`config.mk`:
```
export PLATFORM = sky130hd
export DESIGN_NAME = lc_loop_cache
export DESIGN_NICKNAME = d
export VERILOG_FILES = /design/src/rtl/lc_pkg.sv /design/src/rtl/lc_store.sv /design/src/rtl/lc_pass_ctr.sv /design/src/rtl/lc_loop_cache.sv
export SDC_FILE = /design/constraint.sdc
export NUM_CORES = 1
export LEC_CHECK = 0
export BUFFER_PORTS_ARGS = -buffer_cell sky130_fd_sc_hd__buf_2
export CAP_MARGIN = 20
export CORE_MARGIN = 2
export CORE_UTILIZATION = 45
export DETAILED_ROUTE_END_ITERATION = 16
export SLEW_MARGIN = 10
export SYNTH_ARGS = -nofsm -noshare
export SYNTH_HDL_FRONTEND = slang
export SYNTH_HIERARCHICAL = 1
export SYNTH_SLANG_ARGS = --single-unit
```
`constraint.sdc`:
```
create_clock -name clk -period 3.55 [get_ports clk]
set_input_delay 0.355 -clock clk [delete_from_list [all_inputs] [get_ports clk]]
set_output_delay 0.355 -clock clk [all_outputs]
set_load 0.02 [all_outputs]
```
`src/rtl/lc_pkg.sv`:
```
package lc_pkg;
  typedef enum logic [1:0] {
    ST_IDLE,
    ST_LOAD,
    ST_RUN,
    ST_LAST
  } lc_state_e;
endpackage

```
`src/rtl/lc_store.sv`:
```
// Loop word storage: one write port, one registered read port (block RAM style).
module lc_store #(
  parameter int DEPTH = 15,
  parameter int W     = 16,
  localparam int IW   = (DEPTH > 1) ? $clog2(DEPTH) : 1
) (
  input  logic          clk,
  input  logic          we,
  input  logic [IW-1:0] waddr,
  input  logic [W-1:0]  wdata,
  input  logic          re,
  input  logic [IW-1:0] raddr,
  output logic [W-1:0]  rdata
);
  logic [W-1:0] mem [DEPTH];

  always_ff @(posedge clk) begin
    if (we) mem[waddr] <= wdata;
    if (re) rdata <= mem[raddr];
  end
endmodule

```
`src/rtl/lc_pass_ctr.sv`:
```
// Position-in-block and pass counters.
module lc_pass_ctr #(
  parameter int IW = 4,
  parameter int KW = 7
) (
  input  logic          clk,
  input  logic          rst,
  input  logic          start,
  input  logic          advance,
  input  logic [IW-1:0] last_idx,
  input  logic [KW-1:0] k_total,
  output logic [IW-1:0] idx,
  output logic [KW-1:0] pass,
  output logic          at_last,
  output logic          at_final
);
  always_ff @(posedge clk) begin
    if (rst) begin
      idx  <= '0;
      pass <= '0;
    end else if (start) begin
      idx  <= '0;
      pass <= KW'(1);
    end else if (advance) begin
      if (idx == last_idx) begin
        idx  <= '0;
        pass <= pass + KW'(1);
      end else begin
        idx <= idx + IW'(1);
      end
    end
  end

  assign at_last  = (idx == last_idx);
  assign at_final = (pass == k_total);

  // the position never runs past the end of the block
  a_r3_idx_within_block: assert property (@(posedge clk) disable iff (rst)
    advance |-> (idx <= last_idx));

  // no pass is stepped beyond the requested pass count
  a_r4_pass_within_count: assert property (@(posedge clk) disable iff (rst)
    advance |-> (pass <= k_total));
endmodule

```
`src/rtl/lc_loop_cache.sv`:
```
module lc_loop_cache #(
  parameter int DEPTH = 15,
  parameter int W     = 16,
  parameter int AW    = 16,
  parameter int KW    = 7,
  localparam int NW   = $clog2(DEPTH + 1)
) (
  input  logic          clk,
  input  logic          rst,
  input  logic          cmd_capture,
  input  logic          cmd_replay,
  input  logic [NW-1:0] cmd_n,
  input  logic [KW-1:0] cmd_k,
  input  logic [AW-1:0] cmd_pc,
  input  logic          mem_valid,
  input  logic [W-1:0]  mem_word,
  input  logic          mem_cachable,
  output logic          iss_valid,
  output logic [W-1:0]  iss_word,
  output logic          iss_from_cache,
  output logic          iss_stretch,
  output logic          pc_load,
  output logic [AW-1:0] pc_addr,
  output logic          int_inhibit,
  output logic          err
);
  import lc_pkg::*;

  localparam int IW = (DEPTH > 1) ? $clog2(DEPTH) : 1;

  lc_state_e       state_q, state_d;
  logic [NW-1:0]   n_q;
  logic [KW-1:0]   k_q;
  logic [AW-1:0]   base_q;
  logic            held_q;
  logic [IW-1:0]   last_idx;
  logic [IW-1:0]   idx;
  logic [KW-1:0]   pass;
  logic            at_last, at_final;
  logic            ctr_start, ctr_adv;
  logic            wr_en, rd_en;
  logic [W-1:0]    cache_q;
  logic [W-1:0]    word_q;

  logic            cfg_ok;
  logic            take_cfg, take_k, set_held, clr_held;
  logic            ov_d, oc_d, os_d, pl_d, err_d;
  logic [W-1:0]    ow_d;
  logic [AW-1:0]   pa_d;

  assign last_idx = IW'(n_q - NW'(1));
  assign cfg_ok   = (cmd_n != '0) && (cmd_n <= NW'(DEPTH)) && (cmd_k != '0);

  lc_store #(.DEPTH(DEPTH), .W(W)) u_store (
    .clk   (clk),
    .we    (wr_en),
    .waddr (idx),
    .wdata (mem_word),
    .re    (rd_en),
    .raddr (idx),
    .rdata (cache_q)
  );

  lc_pass_ctr #(.IW(IW), .KW(KW)) u_ctr (
    .clk      (clk),
    .rst      (rst),
    .start    (ctr_start),
    .advance  (ctr_adv),
    .last_idx (last_idx),
    .k_total  (k_q),
    .idx      (idx),
    .pass     (pass),
    .at_last  (at_last),
    .at_final (at_final)
  );

  always_comb begin
    state_d   = state_q;
    take_cfg  = 1'b0;
    take_k    = 1'b0;
    set_held  = 1'b0;
    clr_held  = 1'b0;
    ctr_start = 1'b0;
    ctr_adv   = 1'b0;
    wr_en     = 1'b0;
    rd_en     = 1'b0;
    ov_d      = 1'b0;
    oc_d      = 1'b0;
    os_d      = 1'b0;
    ow_d      = word_q;
    pl_d      = 1'b0;
    pa_d      = pc_addr;
    err_d     = 1'b0;
    unique case (state_q)
      ST_IDLE: begin
        if (cmd_capture) begin
          if (cfg_ok) begin
            take_cfg  = 1'b1;
            clr_held  = 1'b1;
            ctr_start = 1'b1;
            state_d   = ST_LOAD;
          end else begin
            err_d = 1'b1;
          end
        end else if (cmd_replay) begin
          if (held_q && (cmd_k != '0)) begin
            take_k    = 1'b1;
            ctr_start = 1'b1;
            state_d   = ST_RUN;
          end else begin
            err_d = 1'b1;
          end
        end
      end
      ST_LOAD: begin
        if (mem_valid) begin
          if (!mem_cachable) begin
            err_d   = 1'b1;
            state_d = ST_IDLE;
          end else begin
            wr_en = 1'b1;
            ov_d  = 1'b1;
            ow_d  = mem_word;
            if (at_last) begin
              os_d = 1'b1;
              if (k_q == KW'(1)) begin
                set_held = 1'b1;
                state_d  = ST_IDLE;
              end else begin
                pl_d    = 1'b1;
                pa_d    = base_q;
                ctr_adv = 1'b1;
                state_d = ST_RUN;
              end
            end else begin
              ctr_adv = 1'b1;
            end
          end
        end
      end
      ST_RUN: begin
        if (at_final && at_last) begin
          pl_d    = 1'b1;
          pa_d    = base_q + AW'(last_idx);
          state_d = ST_LAST;
        end else begin
          rd_en   = 1'b1;
          ov_d    = 1'b1;
          oc_d    = 1'b1;
          ctr_adv = 1'b1;
          if (at_last) begin
            pl_d = 1'b1;
            pa_d = base_q;
          end
        end
      end
      ST_LAST: begin
        if (mem_valid) begin
          ov_d     = 1'b1;
          ow_d     = mem_word;
          set_held = 1'b1;
          state_d  = ST_IDLE;
        end
      end
      default: state_d = ST_IDLE;
    endcase
  end

  always_ff @(posedge clk) begin
    if (rst) begin
      state_q        <= ST_IDLE;
      n_q            <= NW'(1);
      k_q            <= KW'(1);
      base_q         <= '0;
      held_q         <= 1'b0;
      iss_valid      <= 1'b0;
      iss_from_cache <= 1'b0;
      iss_stretch    <= 1'b0;
      word_q         <= '0;
      pc_load        <= 1'b0;
      pc_addr        <= '0;
      int_inhibit    <= 1'b0;
      err            <= 1'b0;
    end else begin
      state_q <= state_d;
      if (take_cfg) begin
        n_q    <= cmd_n;
        k_q    <= cmd_k;
        base_q <= cmd_pc;
      end else if (take_k) begin
        k_q <= cmd_k;
      end
      if (clr_held)      held_q <= 1'b0;
      else if (set_held) held_q <= 1'b1;
      iss_valid      <= ov_d;
      iss_from_cache <= oc_d;
      iss_stretch    <= os_d;
      word_q         <= ow_d;
      pc_load        <= pl_d;
      pc_addr        <= pa_d;
      int_inhibit    <= (state_d != ST_IDLE) || ov_d;
      err            <= err_d;
    end
  end

  assign iss_word = iss_from_cache ? cache_q : word_q;

  // every issued loop word is covered by the interrupt inhibit
  a_r7_issue_inhibited: assert property (@(posedge clk) disable iff (rst)
    iss_valid |-> int_inhibit);

  // a stretched word is always a real issue taken from memory
  a_r2_stretch_from_mem: assert property (@(posedge clk) disable iff (rst)
    iss_stretch |-> (iss_valid && !iss_from_cache));

  // an error cycle never carries an issued word
  a_r9_err_silent: assert property (@(posedge clk) disable iff (rst)
    err |-> !iss_valid);

  // block length and start address stay frozen while a loop is active
  a_r11_cfg_frozen: assert property (@(posedge clk) disable iff (rst)
    (state_q != ST_IDLE) |=> ($stable(n_q) && $stable(base_q)));

  // fetch redirects only happen inside an active loop
  a_r5_redirect_in_loop: assert property (@(posedge clk) disable iff (rst)
    pc_load |-> int_inhibit);
endmodule

```
# == Yosys cells after proc, flatten, opt, wreduce, memory -nomap -nowiden ==
# Memory sizes are Yosys's and may differ from the RTL's. A register that Yosys moved wholly into a read port is not among the register bits.
# Index checks and enable logic that the tools add are counted.
# totals
reg_bits,79
mem_bits_rw,240
out_inout_bits,38
wordCells,128
memories,1
# memory_table
memory,words,word_bits,rd,rd_ports_with_merged_regs,write_ports,line_no,source
u_store.mem,15,16,1,1,1,lc_store.sv:15,logic [W-1:0] mem [DEPTH];
# classes
addsub,4
magnitude_cmp,1
n_eq_ne,12
muxes,70
n_bitwise,3
n_reduce_logical,21
# ops
operator,n
$mux 16,10
$pmux 16 s2,2
$mux 1,39
$mux 2,10
$add 16x4->16,1
$mux 7,2
$reduce_bool 2->1,6
$ne 2x2->1 const B,5
$pmux 1 s2,4
$pmux 2 s4,1
$add 7x1->7 const B,1
$eq 7x1->1 const B,1
$eq 7x7->1,1
$reduce_bool 7->1,1
$reduce_and 6->1,1
$add 4x1->4 const B,1
$eq 2x2->1 const B,2
$eq 4x4->1,1
$le 4x4->1 const B,1
$logic_and 1x1->1,4
$mux 4,1
$reduce_and 2->1,2
$reduce_and 4->1,1
$reduce_bool 4->1,1
other kinds (9),12

# == Logic depth before layout (Yosys ltp) ==
# depth
ltp_word,8
depth_mapped,16
ltp_nobuf,14

# == Hierarchy ==
# Netlist, hierarchy kept.
# by_module_without_submodules
mod,instances,cells_per_inst,area_per_inst_um2,seq_area_each_um2
lc_store,1,434,9753.1,7687.4
lc_loop_cache,1,367,3301.9,1361.3
lc_pass_ctr,1,77,638.1,220.2

# == Worst setup path before layout ==
# No wires, ideal clock.
# synth_timing
path_type,flip-flop to flip-flop
from,register n_q[0]
to,register u_ctr.pass[5]
arrival_ns,2.901
path_slack_ns,0.579
stages_incl_launch_ff,17
path_buffers,2
cell_sequence,dfxtp_1 > inv_1 > ha_1 > xor2_1 > xnor2_1 > nand4_2 > inv_1 > buf_2 > nand2_1 > nand2_1 > inv_1 > o21a_1 > buf_2 > and3_1 > nand2_1 > or4_1 > a21oi_1
# synth_between
elab_chain_len,7
elab_cells_between_ends,9
cone_classes,add/sub (1); eq/ne (1); mux (5); reduce/logical (2)
# synth_lines
element,line_no,source
from (decl),lc_loop_cache.sv:32,logic [NW-1:0] n_q;
from (signal assigned),lc_loop_cache.sv:187,n_q <= cmd_n;
$sub 4x1->4 (*),lc_loop_cache.sv:51,assign last_idx = IW'(n_q - NW'(1));
net last_idx[0],lc_loop_cache.sv:36,logic [IW-1:0] last_idx;
$eq 4x4->1 (*),lc_pass_ctr.sv:34,assign at_last = (idx == last_idx);
net at_last,lc_loop_cache.sv:39,"logic at_last, at_final;"
$mux 1,lc_loop_cache.sv:124,if (at_last) begin
$mux 1,lc_loop_cache.sv:117,if (!mem_cachable) begin
$mux 1,lc_loop_cache.sv:116,if (mem_valid) begin
$pmux 1 s2 (*),lc_loop_cache.sv:94,unique case (state_q)
net ctr_adv,lc_loop_cache.sv:40,"logic ctr_start, ctr_adv;"
$reduce_and 2->1 (no source line) (*),-,
to (signal assigned),lc_pass_ctr.sv:27,pass <= pass + KW'(1);
to (decl),lc_pass_ctr.sv:13,"output logic [KW-1:0] pass,"
# Mark *: on every way through the listed nets, which the timed path passes. The rest lies on a longest branch.
# A chain may end at the register's enable or synchronous reset.

# == Final worst setup path ==
# Ends and elaborated chain as after synthesis.

==> impl_metrics.csv <==
group,metric,value,unit
routing,viasPerCell,5.48,
timing,holdWs,0.0990,ns
grt,grt_pass1_wl,44400,um
worst_setup_path,end_kind,"flop",
run,drv_cap,0,
layout,area_growth,15.4,%
die,rows,63,
routing,wl,28700,um
routing,post_drt_wl_per_cell,20.4,um
clock_tree,clockBufferDepth,3,
layout,num_antenna_cells,0,
layout,nFillCells,2456,
grt,gr-usage-all-layers,0.184,
clock_tree,clk_pin_slew,0.06,ns
clock_tree,postCtsResizedCells,0,
layout,nNetsFinal,1051,
place,io_buffer_count,86,
grt,grt_pass1_vias,7535,
hold_path,min_from,"cmd_pc[3]",
routing,first_pass_iters,5,
power,power.density,585,nW/um^2
logic_synthesis,synthCells,878,
grt,grt_max_degree,85,
hold_path,holdPathEnd,"base_q[3]$_SDFFE_PP0P_",
timing,worstMarginPinSlew,1.08,ns
timing,fin_worst_skew,0.0146,ns
worst_setup_path,arrival,3.55,ns
logic_synthesis,synth.avg_cell_area,15.6,sq um
place,dp_hpwl,17700,um
worst_setup_path,reg2reg_depth,14,
worst_setup_path,timing.rr.end,"u_ctr/pass[5]$_SDFFE_PP0P_",
logic_synthesis,synth_seq_area_share,0.677,
grt,grt_antenna_before_repair,0,
logic_synthesis,synth_area,13700,sq um
worst_setup_path,crit_type,"reg2reg",
logic_synthesis,synthFlopType,"edfxtp_1",
die,die_w,178,um
timing,period_needed,3.09,ns
worst_setup_path,slowest_delay,0.46,ns
worst_setup_path,cp_slowest_cell,"or4_1",
logic_synthesis,synth-edff-count,256,
timing,hold_viol,0,
routing,drc_errors,0,
power,p_leak,5.55,nW
place,finalWeightedCongestion,0.775,
worst_setup_path,rrSetupSlack,0.46,ns
hold_path,hp-class,"in2reg",
die,initial_core_util,0.460,
worst_setup_path,crit_fanout,16,
worst_setup_path,path_cells,"inv_1 > ha_1 > xor2_1 > xnor2_1 > nand4_2 > inv_1 > nand2_1 > nand2_1 > inv_1 > o21a_1 > and3_1 > nand2_1 > or4_1 > a21oi_1",
worst_setup_path,crit_required,4.00,ns
clock_tree,numClockSinks,335,
logic_synthesis,yosys_warnings,6,
grt,grt-ovfl-total,0,
place,place_area,14600,sq um
clock_tree,root_buffer,"clkbuf_16",
routing,dr.first_iter.drc_count,524,
routing,vias,7716,
die,die-height,178,um
logic_synthesis,async_flop_share,0,
hold_path,hold_depth,3,
worst_setup_path,r2r-start,"n_q[0]$_SDFFE_PP1P_",
clock_tree,cts_buffers,38,
layout,final_cell_mix,"256 x edfxtp_1, 86 x buf_2, 77 x dfxtp_1, 64 x nor2_1, 57 x nand2_1",
clock_tree,clk-insertion-delay-late,0.52,ns
timing,setup_viol_count_final,0,
timing,drv_slew,0,
clock_tree,h-tree-depth,2,
timing,finalCritPeriodShare,0.871,
run_status,status,"finished clean",
power,ir_drop,0.296,mV
worst_setup_path,start_kind,"flop",
die,core-area,29800,sq um
layout,stdcell_area,15800,sq um
logic_synthesis,synth_fp_nets,939,
clock_tree,cts-hold-fix-buffers,0,
clock_tree,cts_tree,"built",
timing,slew_headroom,0.282,
clock_tree,postCtsSetupBuffers,0,
logic_synthesis,synth.distinct_cells,64,
die,dieArea,31800,sq um
timing,rsz0062_at_grt,"no",
die,pin_count,87,
layout,final_common_cell,"edfxtp_1",
timing,timing.fmax,323,MHz
timing,fin_setup_tns,0,ns
logic_synthesis,synth-seq-cells,335,
place,place_inst,1340,
layout,layout-drive-gt1-share,0.237,
routing,ant_nets,0,
layout,postLayoutCoreUtil,0.530,
layout,fin_cells,1408,
-- final cells by class --
type / count / area, sq um / area share
clock inverter: 15 / 120 / 0.00760
tap: 390 / 488 / 0.0309
timing repair buffer: 117 / 688 / 0.0436
sequential: 335 / 9280 / 0.587
inverter: 16 / 60.1 / 0.00380
multi-input combinational: 482 / 4120 / 0.261
clock buffer: 53 / 1050 / 0.0664
-- per-layer routing --
metal	track usage	vias to the layer above	wire (um)
met5	0	-	0
met4	0.0437	0	500
met3	0.0298	35	1460
met2	0.289	188	13100
met1	0.270	3854	13700
li1	-	3639	-
-- synth_stat cells (3+ instances only) --
library cell / instances / area (sq um)
mux2i_1: 54 / 541
mux4_1: 12 / 315
and3_1: 3 / 18.8
o31ai_1: 5 / 37.5
buf_1: 4 / 15.0
o21a_1: 3 / 22.5
nor2_1: 64 / 240
nor2b_1: 6 / 37.5
a22o_1: 13 / 114
clkbuf_1: 15 / 56.3
and2_1: 3 / 18.8
mux4_2: 36 / 811
nand3_1: 24 / 120
a211oi_1: 11 / 82.6
edfxtp_1: 256 / 7690
a21oi_1: 35 / 175
mux2_2: 16 / 180
a221o_1: 13 / 130
ha_1: 11 / 138
nand2_1: 57 / 214
buf_2: 19 / 95.1
xor2_1: 10 / 87.6
o21ai_0: 22 / 110
xnor2_1: 16 / 140
or3_1: 6 / 37.5
nand3b_1: 5 / 37.5
nand4_1: 7 / 43.8
inv_1: 15 / 56.3
a311oi_1: 4 / 35.0
nor3_1: 10 / 50.1
a211oi_2: 3 / 37.5
dfxtp_1: 79 / 1580
-- cell families after synthesis --
logic type / synth area share
buffers and inverters: 0.0238
flip-flops: 0.677
XOR/XNOR: 0.0178
adder cells (fa/ha/maj): 0.0115
multiplexers: 0.135
AND/OR/NAND/NOR: 0.0732
AO/OA/AOI/OAI: 0.0619
-- worst max-delay path by stage --
stage                                       endpoint  cells past startpoint  slack, ns                 from
after detailed placement  u_ctr/pass[5]$_SDFFE_PP0P_                     14       0.47  n_q[0]$_SDFFE_PP1P_
after floorplan           u_ctr/pass[5]$_SDFFE_PP0P_                     16       0.58  n_q[0]$_SDFFE_PP1P_
after global routing      u_ctr/pass[5]$_SDFFE_PP0P_                     14       0.11  n_q[0]$_SDFFE_PP1P_
after global placement    u_ctr/pass[5]$_SDFFE_PP0P_                     14       0.57  n_q[0]$_SDFFE_PP1P_
final                     u_ctr/pass[5]$_SDFFE_PP0P_                     14       0.46  n_q[0]$_SDFFE_PP1P_
after CTS                 u_ctr/pass[5]$_SDFFE_PP0P_                     14       0.45  n_q[0]$_SDFFE_PP1P_
-- metrics by stage --
| stage | setup slack [ns] | power [mW] |
|---|---|---|
| 2_1_floorplan | 0.579 | 5.36 |
| 3_3_place_gp | 0.568 | 5.71 |
| 3_5_place_dp | 0.467 | 5.73 |
| 4_1_cts | 0.447 | 9.37 |
| 5_1_grt | 0.113 | 9.64 |
| 6_report | 0.456 | 9.25 |
-- report_power, final --
part | total (mW) | switching, mW | internal [mW] | leakage [nW]
registers | 4.49 | 0.109 | 4.38 | 2.95
clock network | 3.62 | 1.48 | 2.14 | 0.572
logic | 1.14 | 0.709 | 0.432 | 2.03
total | 9.25 | 2.29 | 6.96 | 5.55
-- registers in the layout, summed over array words and instances, names as in the netlist, 2 cells and up --
signal,flops
word_q,16
base_q,16
u_ctr/pass,7
k_q,7
u_store/mem,240
u_store/rdata,16
state_q,2
u_ctr/idx,4
pc_addr,16
n_q,4
-- worst max-delay path, delay by kind of cell (launching register included) --
family / cells / cell delay [ns]
flip-flops: 1 / 0.33
XOR/XNOR: 2 / 0.34
adder cells (fa/ha/maj): 1 / 0.23
AO/OA/AOI/OAI: 2 / 0.41
AND/OR/NAND/NOR: 6 / 1.25
buffers and inverters: 3 / 0.46
Power figures use the tool's default switching activity.
